[src/rtl/noise_pkg.sv]
package noise_pkg;
  localparam int LFSR_W    = 15;
  localparam int SHORT_TAP = 6;
  localparam int VOL_W     = 4;
  localparam int LEN_W     = 6;
  localparam int SHIFT_W   = 4;
  localparam int CODE_W    = 3;
  localparam int DIV_W     = 22;

  typedef enum logic [1:0] {
    REG_LEN  = 2'd0,
    REG_ENV  = 2'd1,
    REG_POLY = 2'd2,
    REG_CTRL = 2'd3
  } reg_sel_e;
endpackage

[src/rtl/noise_divider.sv]
module noise_divider #(
  parameter int DIV_W   = 22,
  parameter int CODE_W  = 3,
  parameter int SHIFT_W = 4
) (
  input  logic               clk_i,
  input  logic               rst_ni,
  input  logic               active_i,
  input  logic               trig_i,
  input  logic [CODE_W-1:0]  code_i,
  input  logic [SHIFT_W-1:0] shift_i,
  output logic               step_o
);
  logic [DIV_W-1:0] base, period, cnt_q;

  always_comb begin
    base   = (code_i == '0) ? DIV_W'(4) : (DIV_W'(code_i) << 3);
    period = base << shift_i;
  end

  assign step_o = active_i && !trig_i && (cnt_q >= period - DIV_W'(1));

  always_ff @(posedge clk_i or negedge rst_ni) begin
    if (!rst_ni)       cnt_q <= '0;
    else if (trig_i)   cnt_q <= '0;
    else if (step_o)   cnt_q <= '0;
    else if (active_i) cnt_q <= cnt_q + DIV_W'(1);
  end

  // minimum period is 4, so steps never come back to back
  a_r4_step_gap: assert property (@(posedge clk_i) disable iff (!rst_ni)
    step_o |=> !step_o);
endmodule

[src/rtl/noise_lfsr.sv]
module noise_lfsr #(
  parameter int W   = 15,
  parameter int TAP = 6
) (
  input  logic clk_i,
  input  logic rst_ni,
  input  logic trig_i,
  input  logic step_i,
  input  logic short_i,
  output logic bit0_o
);
  logic [W-1:0] state_q, shifted;
  logic         fb;

  assign fb = state_q[0] ^ state_q[1];

  always_comb begin
    shifted = {fb, state_q[W-1:1]};
    if (short_i) shifted[TAP] = fb;
  end

  always_ff @(posedge clk_i or negedge rst_ni) begin
    if (!rst_ni)      state_q <= '1;
    else if (trig_i)  state_q <= '1;
    else if (step_i)  state_q <= shifted;
  end

  assign bit0_o = state_q[0];

  a_r3_seed: assert property (@(posedge clk_i) disable iff (!rst_ni)
    trig_i |=> (state_q == '1));
  a_r5_hold: assert property (@(posedge clk_i) disable iff (!rst_ni)
    (!trig_i && !step_i) |=> $stable(state_q));
  a_r6_short_tap: assert property (@(posedge clk_i) disable iff (!rst_ni)
    (step_i && !trig_i && short_i) |=> (state_q[TAP] == state_q[W-1]));
endmodule

[src/rtl/noise_envelope.sv]
module noise_envelope #(
  parameter int VOL_W = 4,
  parameter int PER_W = 3
) (
  input  logic             clk_i,
  input  logic             rst_ni,
  input  logic             trig_i,
  input  logic             tick_i,
  input  logic [VOL_W-1:0] init_i,
  input  logic             up_i,
  input  logic [PER_W-1:0] per_i,
  output logic [VOL_W-1:0] vol_o
);
  localparam logic [VOL_W-1:0] VMAX = '1;

  logic [VOL_W-1:0] vol_q;
  logic [PER_W-1:0] tmr_q;

  always_ff @(posedge clk_i or negedge rst_ni) begin
    if (!rst_ni) begin
      vol_q <= '0;
      tmr_q <= '0;
    end else if (trig_i) begin
      vol_q <= init_i;
      tmr_q <= per_i;
    end else if (tick_i && per_i != '0) begin
      if (tmr_q <= PER_W'(1)) begin
        tmr_q <= per_i;
        if (up_i && vol_q != VMAX)       vol_q <= vol_q + VOL_W'(1);
        else if (!up_i && vol_q != '0)   vol_q <= vol_q - VOL_W'(1);
      end else begin
        tmr_q <= tmr_q - PER_W'(1);
      end
    end
  end

  assign vol_o = vol_q;

  a_r8_sat_up: assert property (@(posedge clk_i) disable iff (!rst_ni)
    (vol_q == VMAX && up_i && !trig_i) |=> (vol_q == VMAX));
  a_r8_sat_down: assert property (@(posedge clk_i) disable iff (!rst_ni)
    (vol_q == '0 && !up_i && !trig_i) |=> (vol_q == '0));
  a_r9_frozen: assert property (@(posedge clk_i) disable iff (!rst_ni)
    (per_i == '0 && !trig_i) |=> $stable(vol_q));
endmodule

[src/rtl/noise_length.sv]
module noise_length #(
  parameter int LEN_W = 6
) (
  input  logic             clk_i,
  input  logic             rst_ni,
  input  logic             load_i,
  input  logic [LEN_W-1:0] len_i,
  input  logic             trig_i,
  input  logic             en_i,
  input  logic             tick_i,
  output logic             expire_o
);
  localparam int CNT_W = LEN_W + 1;
  localparam logic [CNT_W-1:0] FULL = CNT_W'(1) << LEN_W;

  logic [CNT_W-1:0] cnt_q;

  assign expire_o = tick_i && en_i && !load_i && !trig_i && (cnt_q == CNT_W'(1));

  always_ff @(posedge clk_i or negedge rst_ni) begin
    if (!rst_ni)                             cnt_q <= '0;
    else if (load_i)                         cnt_q <= FULL - CNT_W'(len_i);
    else if (trig_i && cnt_q == '0)          cnt_q <= FULL;
    else if (!trig_i && tick_i && en_i && cnt_q != '0)
                                             cnt_q <= cnt_q - CNT_W'(1);
  end

  a_r10_dec: assert property (@(posedge clk_i) disable iff (!rst_ni)
    (tick_i && en_i && cnt_q != '0 && !load_i && !trig_i) |=> (cnt_q == $past(cnt_q) - CNT_W'(1)));
  a_r11_hold: assert property (@(posedge clk_i) disable iff (!rst_ni)
    (!en_i && !load_i && !trig_i) |=> $stable(cnt_q));
endmodule

[src/rtl/noise_channel.sv]
module noise_channel
  import noise_pkg::*;
#(
  parameter int AMP_W = VOL_W
) (
  input  logic             clk_i,
  input  logic             rst_ni,
  input  logic             wr_en_i,
  input  logic [1:0]       wr_addr_i,
  input  logic [7:0]       wr_data_i,
  input  logic             len_tick_i,
  input  logic             env_tick_i,
  output logic [AMP_W-1:0] amp_o,
  output logic             active_o
);
  logic wr_len, wr_env, wr_poly, wr_ctrl, trig;

  logic [VOL_W-1:0]   init_vol_q;
  logic               env_up_q;
  logic [2:0]         env_per_q;
  logic [SHIFT_W-1:0] shift_q;
  logic               short_q;
  logic [CODE_W-1:0]  code_q;
  logic               len_en_q;
  logic               active_q;

  logic step, bit0, expire;
  logic [VOL_W-1:0] vol;

  assign wr_len  = wr_en_i && (reg_sel_e'(wr_addr_i) == REG_LEN);
  assign wr_env  = wr_en_i && (reg_sel_e'(wr_addr_i) == REG_ENV);
  assign wr_poly = wr_en_i && (reg_sel_e'(wr_addr_i) == REG_POLY);
  assign wr_ctrl = wr_en_i && (reg_sel_e'(wr_addr_i) == REG_CTRL);
  assign trig    = wr_ctrl && wr_data_i[7];

  always_ff @(posedge clk_i or negedge rst_ni) begin
    if (!rst_ni) begin
      init_vol_q <= '0;
      env_up_q   <= 1'b0;
      env_per_q  <= '0;
      shift_q    <= '0;
      short_q    <= 1'b0;
      code_q     <= '0;
      len_en_q   <= 1'b0;
    end else begin
      if (wr_env) begin
        init_vol_q <= wr_data_i[7:4];
        env_up_q   <= wr_data_i[3];
        env_per_q  <= wr_data_i[2:0];
      end
      if (wr_poly) begin
        shift_q <= wr_data_i[7:4];
        short_q <= wr_data_i[3];
        code_q  <= wr_data_i[2:0];
      end
      if (wr_ctrl) len_en_q <= wr_data_i[6];
    end
  end

  always_ff @(posedge clk_i or negedge rst_ni) begin
    if (!rst_ni)     active_q <= 1'b0;
    else if (trig)   active_q <= 1'b1;
    else if (expire) active_q <= 1'b0;
  end

  noise_divider #(.DIV_W(DIV_W), .CODE_W(CODE_W), .SHIFT_W(SHIFT_W)) u_div (
    .clk_i, .rst_ni, .active_i(active_q), .trig_i(trig),
    .code_i(code_q), .shift_i(shift_q), .step_o(step)
  );

  noise_lfsr #(.W(LFSR_W), .TAP(SHORT_TAP)) u_lfsr (
    .clk_i, .rst_ni, .trig_i(trig), .step_i(step),
    .short_i(short_q), .bit0_o(bit0)
  );

  noise_envelope #(.VOL_W(VOL_W), .PER_W(3)) u_env (
    .clk_i, .rst_ni, .trig_i(trig), .tick_i(env_tick_i),
    .init_i(init_vol_q), .up_i(env_up_q), .per_i(env_per_q), .vol_o(vol)
  );

  noise_length #(.LEN_W(LEN_W)) u_len (
    .clk_i, .rst_ni, .load_i(wr_len), .len_i(wr_data_i[LEN_W-1:0]),
    .trig_i(trig), .en_i(len_en_q), .tick_i(len_tick_i), .expire_o(expire)
  );

  assign amp_o    = (active_q && !bit0) ? AMP_W'(vol) : '0;
  assign active_o = active_q;

  a_r3_active_on_trig: assert property (@(posedge clk_i) disable iff (!rst_ni)
    trig |=> active_o);
  a_r3_silent_after_trig: assert property (@(posedge clk_i) disable iff (!rst_ni)
    trig |=> (amp_o == '0));
  a_r10_expire_clears: assert property (@(posedge clk_i) disable iff (!rst_ni)
    expire |=> !active_o);
endmodule

[config.mk]
export PLATFORM = sky130hd
export DESIGN_NAME = noise_channel
export DESIGN_NICKNAME = d
export VERILOG_FILES = /design/src/rtl/noise_pkg.sv /design/src/rtl/noise_divider.sv /design/src/rtl/noise_lfsr.sv /design/src/rtl/noise_envelope.sv /design/src/rtl/noise_length.sv /design/src/rtl/noise_channel.sv
export SDC_FILE = /design/constraint.sdc
export NUM_CORES = 1
export LEC_CHECK = 0
export BUFFER_PORTS_ARGS = -buffer_cell sky130_fd_sc_hd__buf_4
export CAP_MARGIN = 10
export CORE_ASPECT_RATIO = 1.5
export CORE_UTILIZATION = 30
export DETAILED_ROUTE_END_ITERATION = 16
export GPL_TIMING_DRIVEN = 0
export HOLD_SLACK_MARGIN = 0.1
export PLACE_DENSITY = 0.55
export SYNTH_ARGS = -nofsm -noshare
export SYNTH_HDL_FRONTEND = slang
export SYNTH_SLANG_ARGS = --single-unit
[constraint.sdc]
create_clock -name clk_i -period 8 [get_ports clk_i]
set_clock_uncertainty 0.1 [all_clocks]
set_input_delay 2 -clock clk_i [delete_from_list [all_inputs] [get_ports clk_i]]
set_output_delay 2 -clock clk_i [all_outputs]
set_load 0.03 [all_outputs]
==> qor.csv, run 1 <==
stage;metric;value;unit
status;status;finished clean;
synth;synth_top_area_cell;dfrtp_1;
clock_tree;clock_sinks;69;
global_route;grt-busiest-layer;met2;
detailed_routing;drcViolationCount;0;
place;dpl.hpwl;10200;um
hold_path;hold_path_class;reg -> reg;
clock_tree;clock_latency;0.34;ns
die;die_area;17000;um^2
critical_path;cp-start-kind;flop;
detailed_routing;routed_via_density;5.37;
final_layout;utilization;35.3;%
sta;period_share;62.4;%
final_layout;fill_cells;1711;
global_route;grtUsageMet3;2.42;%
place;io_buffers;19;
place;place_inst;803;
clock_tree;cts_root_buffer;clkbuf_16;
synth;synth_area_leaders;dfrtp_1, dfstp_2, ha_1, a21oi_1, nor2_1;
global_route;grt_pass1_wl;22100;um
clock_tree;clock_path_buffers;2;
die;fp.dieW;107;um
detailed_routing;wl_per_cell;16.3;um
die;coreArea;16100;um^2
global_route;grt_pass1_vias;4367;
sta;setup_viol;0;
sta;slew_viol_final;0;
synth;syn_nets;622;
job;maxCapViolCount;0;
sta;min_period;5.00;ns
global_route;grt_max_degree;70;
die;std_cell_rows;57;
sta;hold_viol;0;
place;gp_routability_congestion;0.920;
critical_path;end_kind;flop;
detailed_routing;ant_nets;0;
critical_path;required;8.11;ns
global_route;grt_antenna_before_repair;0;
global_route;use_met1;18.8;%
sta;relSlewSlack;40.7;%
clock_tree;cts-buffers-inserted;9;
final_layout;layout-drive-gt1-share;15.5;%
sta;whs;0.381;ns
global_route;grt.overflow.total;0;
sta;tightest_slew;0.889;ns
detailed_routing;vias;4399;
synth;synth_edf_count;0;
global_route;grtUsageMet2;29.5;%
critical_path;cp_data_arrival_time;5.11;ns
sta;finalSetupTns;0;ns
pwr;leakage;2.37;nW
clock_tree;post_cts_buffers;0;
final_layout;final_net_count;652;
synth;async_flop_share;100;%
die;initial_core_util;30.6;%
synth;netlist_instances;578;
synth;yosysWarnings;0;
critical_path;crit_fanout;10;
sta;max_freq;200;MHz
die;die_h;159;um
synth;yosysSeqAreaShare;35.4;%
clock_tree;clkTransAtPathRegs;0.06;ns
pwr;vdd_ir_drop_max;0.000106;V
synth;syn-cell-area;4940;um^2
final_layout;final-instance-count-excl-fill;819;
pwr;powerDensity;280;nW/um^2
global_route;track_usage;16.4;%
synth;ys_types;74;
clock_tree;cts_resized;0;
detailed_routing;routed_wl;13400;um
final_layout;regArea;1750;um^2
die;io_pins;20;
clock_tree;cts_tree;yes;
critical_path;path_class;reg -> reg;
clock_tree;htree_levels;3;
synth;ys_seq_elements;69;
final_layout;diodes;0;
detailed_routing;firstDrtPassIters;5;
final_layout;syn2layout_area_growth;15.2;%
synth;synthFlopType;dfrtp_1;
clock_tree;hold_buffers;0;
synth;synth_top_area_share;27.4;%
synth;avgSynthCellArea;8.54;um^2
final_layout;multi_input_area;2970;um^2
sta;rsz0062_at_grt;false;
detailed_routing;drtIter0Drc;299;
[cell type report]
cell class | instances | area share (%)
Inverter | 18 | 1.19
Sequential cell | 69 | 30.7
Timing Repair Buffer | 19 | 2.51
Multi-Input combinational cell | 459 | 52.3
Buffer | 32 | 2.64
Clock inverter | 5 | 1.89
Clock buffer | 11 | 4.27
Tap cell | 206 | 4.53
[routing by layer]
layer,wire length (um),vias up
met4,344,0
li1,-,2134
met5,0,-
met3,365,28
met2,7150,91
met1,5510,2146
[flip-flops by register name, indices dropped and copies added, names as in the netlist, 3 cells and up]
register,flops
code_q,3
u_len.cnt_q,7
u_env.tmr_q,3
init_vol_q,4
u_lfsr.state_q,15
env_per_q,3
u_env.vol_o,4
u_div.cnt_q,22
shift_q,4
[kinds of logic after synthesis]
group	share of synthesized area [%]
AOI/OAI and AO/OA	19.9
xor gates and xnor gates	5.68
adders and majority gates	7.50
buffers and inverters	4.41
DFF	35.4
muxes	4.01
other	0.0760
and+or+nand+nor	23.1
[metrics by stage]
stage	area [um^2]	worst slack (ns)	total power [mW]
floorplan	4940	3.89	0.958
finish	5690	3.00	1.59
global route	5690	2.64	1.70
CTS	5690	2.95	1.60
global placement	5340	2.98	1.11
detailed placement	5340	2.97	1.13
[synthesized netlist by cell type, types with 3 or more instances]
cell,number
nor2_1,64
a21oi_1,59
dfrtp_1,54
nand2_1,45
o21ai_0,33
nor3_1,31
ha_1,28
xnor2_1,20
inv_1,17
clkbuf_1,15
dfstp_2,15
nand3_1,15
mux2_2,14
xor2_1,12
buf_2,11
nand4_1,11
and3_1,8
a21o_1,7
nand2b_1,7
nor2b_1,7
and2_1,6
o21a_1,5
or3_1,5
a31oi_1,4
and4_1,4
mux2i_1,4
nand3b_1,4
o211ai_1,4
o22ai_1,4
a211oi_1,3
buf_1,3
o221ai_1,3
or2_2,3
[path summary, 6_finish.rpt]
check / cells after the start / slack, ns / end / start
worst max-delay path: 18 / 3.00 / u_div.cnt_q[8]$_DFFE_PN0P_ / code_q[2]$_DFFE_PN0P_
worst min-delay path: 2 / 0.38 / u_env.vol_o[1]$_DFFE_PN0P_ / init_vol_q[1]$_DFFE_PN0P_
worst max register to register: 18 / 3.00 / u_div.cnt_q[8]$_DFFE_PN0P_ / code_q[2]$_DFFE_PN0P_
worst min register to register: 2 / 0.38 / u_env.vol_o[1]$_DFFE_PN0P_ / init_vol_q[1]$_DFFE_PN0P_
max in group asynchronous: 1 / 5.52 / u_div.cnt_q[9]$_DFFE_PN0P_ / rst_ni
min in group asynchronous: 1 / 1.67 / u_len.cnt_q[4]$_DFFE_PN0P_ / rst_ni
[report_power, final]
part	switching, mW	leakage (nW)	total [mW]	internal [mW]
sequential	0.0818	0.839	0.528	0.446
clock	0.153	0.170	0.468	0.314
combinational	0.350	1.36	0.598	0.249
total	0.585	2.37	1.59	1.01
[cells in the final DEF, fill, tap and decap left out, types with 16 or more instances in the layout]
cell type / count
nor3_1: 31
clkbuf_1: 16
a21oi_1: 59
o21ai_0: 33
nor2_1: 64
nand2_1: 45
ha_1: 28
buf_4: 19
inv_1: 17
xnor2_1: 20
dfrtp_1: 54
[critical path, cell delays in order (launching register included)]
cell and delay, ns:
dfrtp_1 0.41, buf_2 0.20, clkbuf_1 0.29, nor3_1 0.37, a21oi_1 0.14, or3_1 0.38, ha_1 0.20, clkbuf_2 0.20
o221ai_2 0.19, o311ai_2 0.14, o22a_1 0.26, ha_1 0.31, nand4_1 0.18, or4_1 0.60, a21oi_2 0.18, o31ai_2 0.10
nand2_1 0.25, buf_2 0.28, nor2_1 0.08
Power figures use the tool's default switching activity.
==> run 2, diff against run 1 <==
Settings changed: ABC_AREA set to 1.
Clock period 8 ns to 4.9 ns, I/O delays scaled along.
==> qor.csv, run 2 <==
stage;metric;value;unit;change
clock_tree;cts_resized;0;;unchanged
detailed_routing;routed_via_density;4.76;;was 5.37
place;gp_routability_congestion;0.825;;was 0.920
pwr;powerDensity;476;nW/um^2;was 280 nW/um^2
detailed_routing;ant_nets;0;;unchanged
synth;synth_area_leaders;dfrtp_1, nand2_1, dfstp_2, ha_1, o21ai_0;;was dfrtp_1, dfstp_2, ha_1, a21oi_1, nor2_1
pwr;leakage;2.81;nW;was 2.37 nW
clock_tree;hold_buffers;0;;unchanged
global_route;grt_antenna_before_repair;0;;unchanged
critical_path;rrSetupSlack;1.08;ns;was 3.00 ns
clock_tree;htree_levels;3;;unchanged
die;die_h;160;um;was 159 um
place;dpl.hpwl;9310;um;was 10,200 um
global_route;grt_pass1_wl;21400;um;was 22,100 um
clock_tree;cts_tree;yes;;unchanged
pwr;p_int;1.62;mW;was 1.01 mW
synth;synthFlopType;dfrtp_1;;unchanged
synth;ys_types;44;;was 74
sta;period_share;77.9;%;was 62.4%
clock_tree;cts_root_buffer;clkbuf_16;;unchanged
pwr;pwr-share-clk;23.7;%;was 29.3%
place;place_inst;904;;was 803
clock_tree;clock_path_buffers;2;;unchanged
detailed_routing;drcViolationCount;0;;unchanged
synth;yosysWarnings;0;;unchanged
hold_path;holdPathStages;2;;unchanged
clock_tree;clkTransAtPathRegs;0.06;ns;about the same
final_layout;final_net_count;753;;was 652
critical_path;crit_fanout;10;;unchanged
global_route;grt.overflow.total;0;;unchanged
sta;whs;0.365;ns;was 0.381 ns
synth;yosysSeqAreaShare;35.1;%;was 35.4%
final_layout;utilization;34.9;%;was 35.3%
final_layout;final-instance-count-excl-fill;920;;was 819
sta;rsz0062_at_grt;false;;unchanged
die;initial_core_util;30.7;%;was 30.6%
die;coreArea;16200;um^2;was 16,100 um^2
critical_path;r2r_end;u_lfsr.state_q[2]$_DFFE_PN1P_;;was u_div.cnt_q[8]$_DFFE_PN0P_
status;status;finished clean;;unchanged
critical_path;r2r_cells;23;;was 18
synth;syn-cell-area;4970;um^2;was 4940 um^2
final_layout;fill_cells;1714;;was 1,711
final_layout;layout_commonest_cell;nand2_1;;was nor2_1
clock_tree;cts-buffers-inserted;9;;unchanged
die;std_cell_rows;57;;unchanged
pwr;swShare;39.9;%;was 36.7%
final_layout;layout-drive-gt1-share;15.3;%;was 15.5%
critical_path;r2r-start;shift_q[3]$_DFFE_PN0P_;;was code_q[2]$_DFFE_PN0P_
final_layout;diodes;0;;unchanged
final_layout;reg_top3;u_div.cnt_q (22), u_lfsr.state_q (15), u_len.cnt_q (7);;unchanged
synth;ys_seq_elements;69;;unchanged
pwr;vdd_ir_drop_max;0.000291;V;was 0.000106 V
synth;synth_top_area_share;27.2;%;was 27.4%
synth;synth_top_area_cell;dfrtp_1;;unchanged
pwr;seqPwrFrac;34.4;%;was 33.1%
synth;netlist_instances;679;;was 578
detailed_routing;drtIter0Drc;152;;was 299
detailed_routing;routed_wl;12000;um;was 13,400 um
synth;syn_nets;723;;was 622
pwr;p_comb_share;41.8;%;was 37.6%
detailed_routing;m1WireLength;5020;um;was 5510 um
synth;synth_edf_count;0;;unchanged
global_route;track_usage;15.8;%;was 16.4%
detailed_routing;vias;4380;;was 4,399
sta;relSlewSlack;38.5;%;was 40.7%
final_layout;registers.top_by_ff_count;u_div.cnt_q;;unchanged
sta;finalSetupTns;0;ns;unchanged
critical_path;path_class;reg -> reg;;unchanged
clock_tree;clock_latency;0.34;ns;about the same
clock_tree;post_cts_buffers;0;;unchanged
detailed_routing;firstDrtPassIters;4;;was 5
detailed_routing;wl_per_cell;13.1;um;was 16.3 um
final_layout;final_cell_mix;nand2_1, inv_1, o21ai_0, nor2_1, dfrtp_1;;was nor2_1, a21oi_1, dfrtp_1, nand2_1, o21ai_0
critical_path;required;5.07;ns;was 8.11 ns
die;die_area;17100;um^2;was 17,000 um^2
final_layout;largest_register_ffs;22;;unchanged
critical_path;cp_data_arrival_time;3.99;ns;was 5.11 ns
critical_path;end_kind;flop;;unchanged
job;maxCapViolCount;0;;unchanged
sta;slew_viol_final;0;;unchanged
global_route;grt_pass1_vias;4552;;was 4,367
sta;min_period;3.82;ns;was 5.00 ns
clock_tree;clock_sinks;69;;unchanged
synth;yosys-top-cells-count;nand2_1, inv_1, o21ai_0, nor2_1, dfrtp_1;;was nor2_1, a21oi_1, dfrtp_1, nand2_1, o21ai_0
sta;setup_viol;0;;unchanged
synth;synth_most_common_cell;nand2_1;;was nor2_1
hold_path;min_to;u_lfsr.state_q[12]$_DFFE_PN1P_;;was u_env.vol_o[1]$_DFFE_PN0P_
sta;hold_viol;0;;unchanged
synth;async_flop_share;100;%;unchanged
die;io_pins;20;;unchanged
place;io_buffers;19;;unchanged
pwr;switching_power;1.07;mW;was 0.585 mW
final_layout;syn2layout_area_growth;13.8;%;was 15.2%
detailed_routing;wl_met2;6530;um;was 7150 um
die;fp.dieW;107;um;about the same
sta;tightest_slew;0.923;ns;was 0.889 ns
sta;max_freq;262;MHz;was 200 MHz
critical_path;cp-start-kind;flop;;unchanged
hold_path;min-delay-start;u_lfsr.state_q[12]$_DFFE_PN1P_;;was init_vol_q[1]$_DFFE_PN0P_
detailed_routing;routed.top_layer;met4;;unchanged
synth;avgSynthCellArea;7.32;um^2;was 8.54 um^2
detailed_routing;met3_length;192;um;was 365 um
hold_path;hold_path_class;reg -> reg;;unchanged
global_route;grt_max_degree;70;;unchanged
==> run 2: changes by cell type after synthesis, sizes merged, moves of 8 or more <==
cell and change:
mux2 -13, xnor2 -11, nand2b -8, a21oi -34, nand2 +147, o21ai +28
nand3 +41, and3 -8, inv +58, nor3 -18, clkbuf -8
==> run 2: how the worst max path moves through the flow <==
stage | from | end | slack (ns) | cells past startpoint
floorplan | shift_q[3]$_DFFE_PN0P_ | u_lfsr.state_q[10]$_DFFE_PN1P_ | 1.71 | 22
global route | shift_q[1]$_DFFE_PN0P_ | u_lfsr.state_q[2]$_DFFE_PN1P_ | 0.70 | 23
finish | shift_q[3]$_DFFE_PN0P_ | u_lfsr.state_q[2]$_DFFE_PN1P_ | 1.08 | 23
global placement | shift_q[3]$_DFFE_PN0P_ | u_lfsr.state_q[2]$_DFFE_PN1P_ | 1.09 | 23
detailed placement | shift_q[3]$_DFFE_PN0P_ | u_lfsr.state_q[2]$_DFFE_PN1P_ | 1.08 | 23
CTS | shift_q[3]$_DFFE_PN0P_ | u_lfsr.state_q[2]$_DFFE_PN1P_ | 1.02 | 23
==> run 2: power by group through the flow <==
| stage | clock (mW) | combinational, mW | sequential [mW] |
|---|---|---|---|
| 2_1_floorplan | 0 | 0.894 | 0.899 |
| 4_1_cts | 0.656 | 1.14 | 0.927 |
| 6_report | 0.638 | 1.13 | 0.927 |
| 5_1_grt | 0.681 | 1.31 | 0.954 |
| 3_5_place_dp | 0 | 1.14 | 0.933 |
| 3_3_place_gp | 0 | 1.13 | 0.935 |
==> run 2: layout make-up <==
type,count,area [um^2],share of cell area [%]
inverter,75,284,5.02
clock inverter,4,48.8,0.863
tap,206,258,4.56
clock buffer,12,236,4.18
sequential,69,1750,30.9
timing repair buffer,19,143,2.52
buffer,18,97.6,1.73
multi-input combinational,517,2840,50.3
==> run 2: logic make-up after synthesis <==
family                   share of synthesized area, %
multiplexers                                    0.227
XOR/XNOR                                         5.24
buffers and inverters                            7.68
AND/OR/NAND/NOR                                  33.3
adder cells (fa/ha/maj)                          7.45
AO/OA/AOI/OAI                                    10.9
flip-flops                                       35.1
other                                          0.0754
==> run 2: per-stage QoR <==
stage	instance area (um^2)	power, mW	worst slack, ns
6_report	5660	2.69	1.08
5_1_grt	5660	2.94	0.697
4_1_cts	5660	2.73	1.02
3_5_place_dp	5370	2.07	1.08
3_3_place_gp	5370	2.06	1.09
2_1_floorplan	4970	1.79	1.71
==> run 2: worst max-delay path, cell delays in order, from the launching register on <==
cell and delay (ns):
dfrtp_1 0.36, buf_4 0.16, inv_2 0.12, buf_4 0.20, nand4_1 0.18, ha_1 0.28, nand2_2 0.11, nor2_2 0.06
and2_4 0.15, buf_6 0.12, nand3_1 0.08, nand2_1 0.09, ha_1 0.30, nand2_1 0.06, nor2_1 0.15, nand4_1 0.09
nor2_1 0.09, nand2_1 0.05, nand3_1 0.13, nand2_2 0.17, nand2_2 0.16, clkbuf_1 0.29, o21ai_0 0.16, nand2_1 0.09
==> run 2: routing by layer <==
metal	vias to the layer above	track usage (%)
li1	2279	-
met1	2030	17.3
met2	50	29.7
met3	21	2.24
met4	0	6.48
met5	-	0
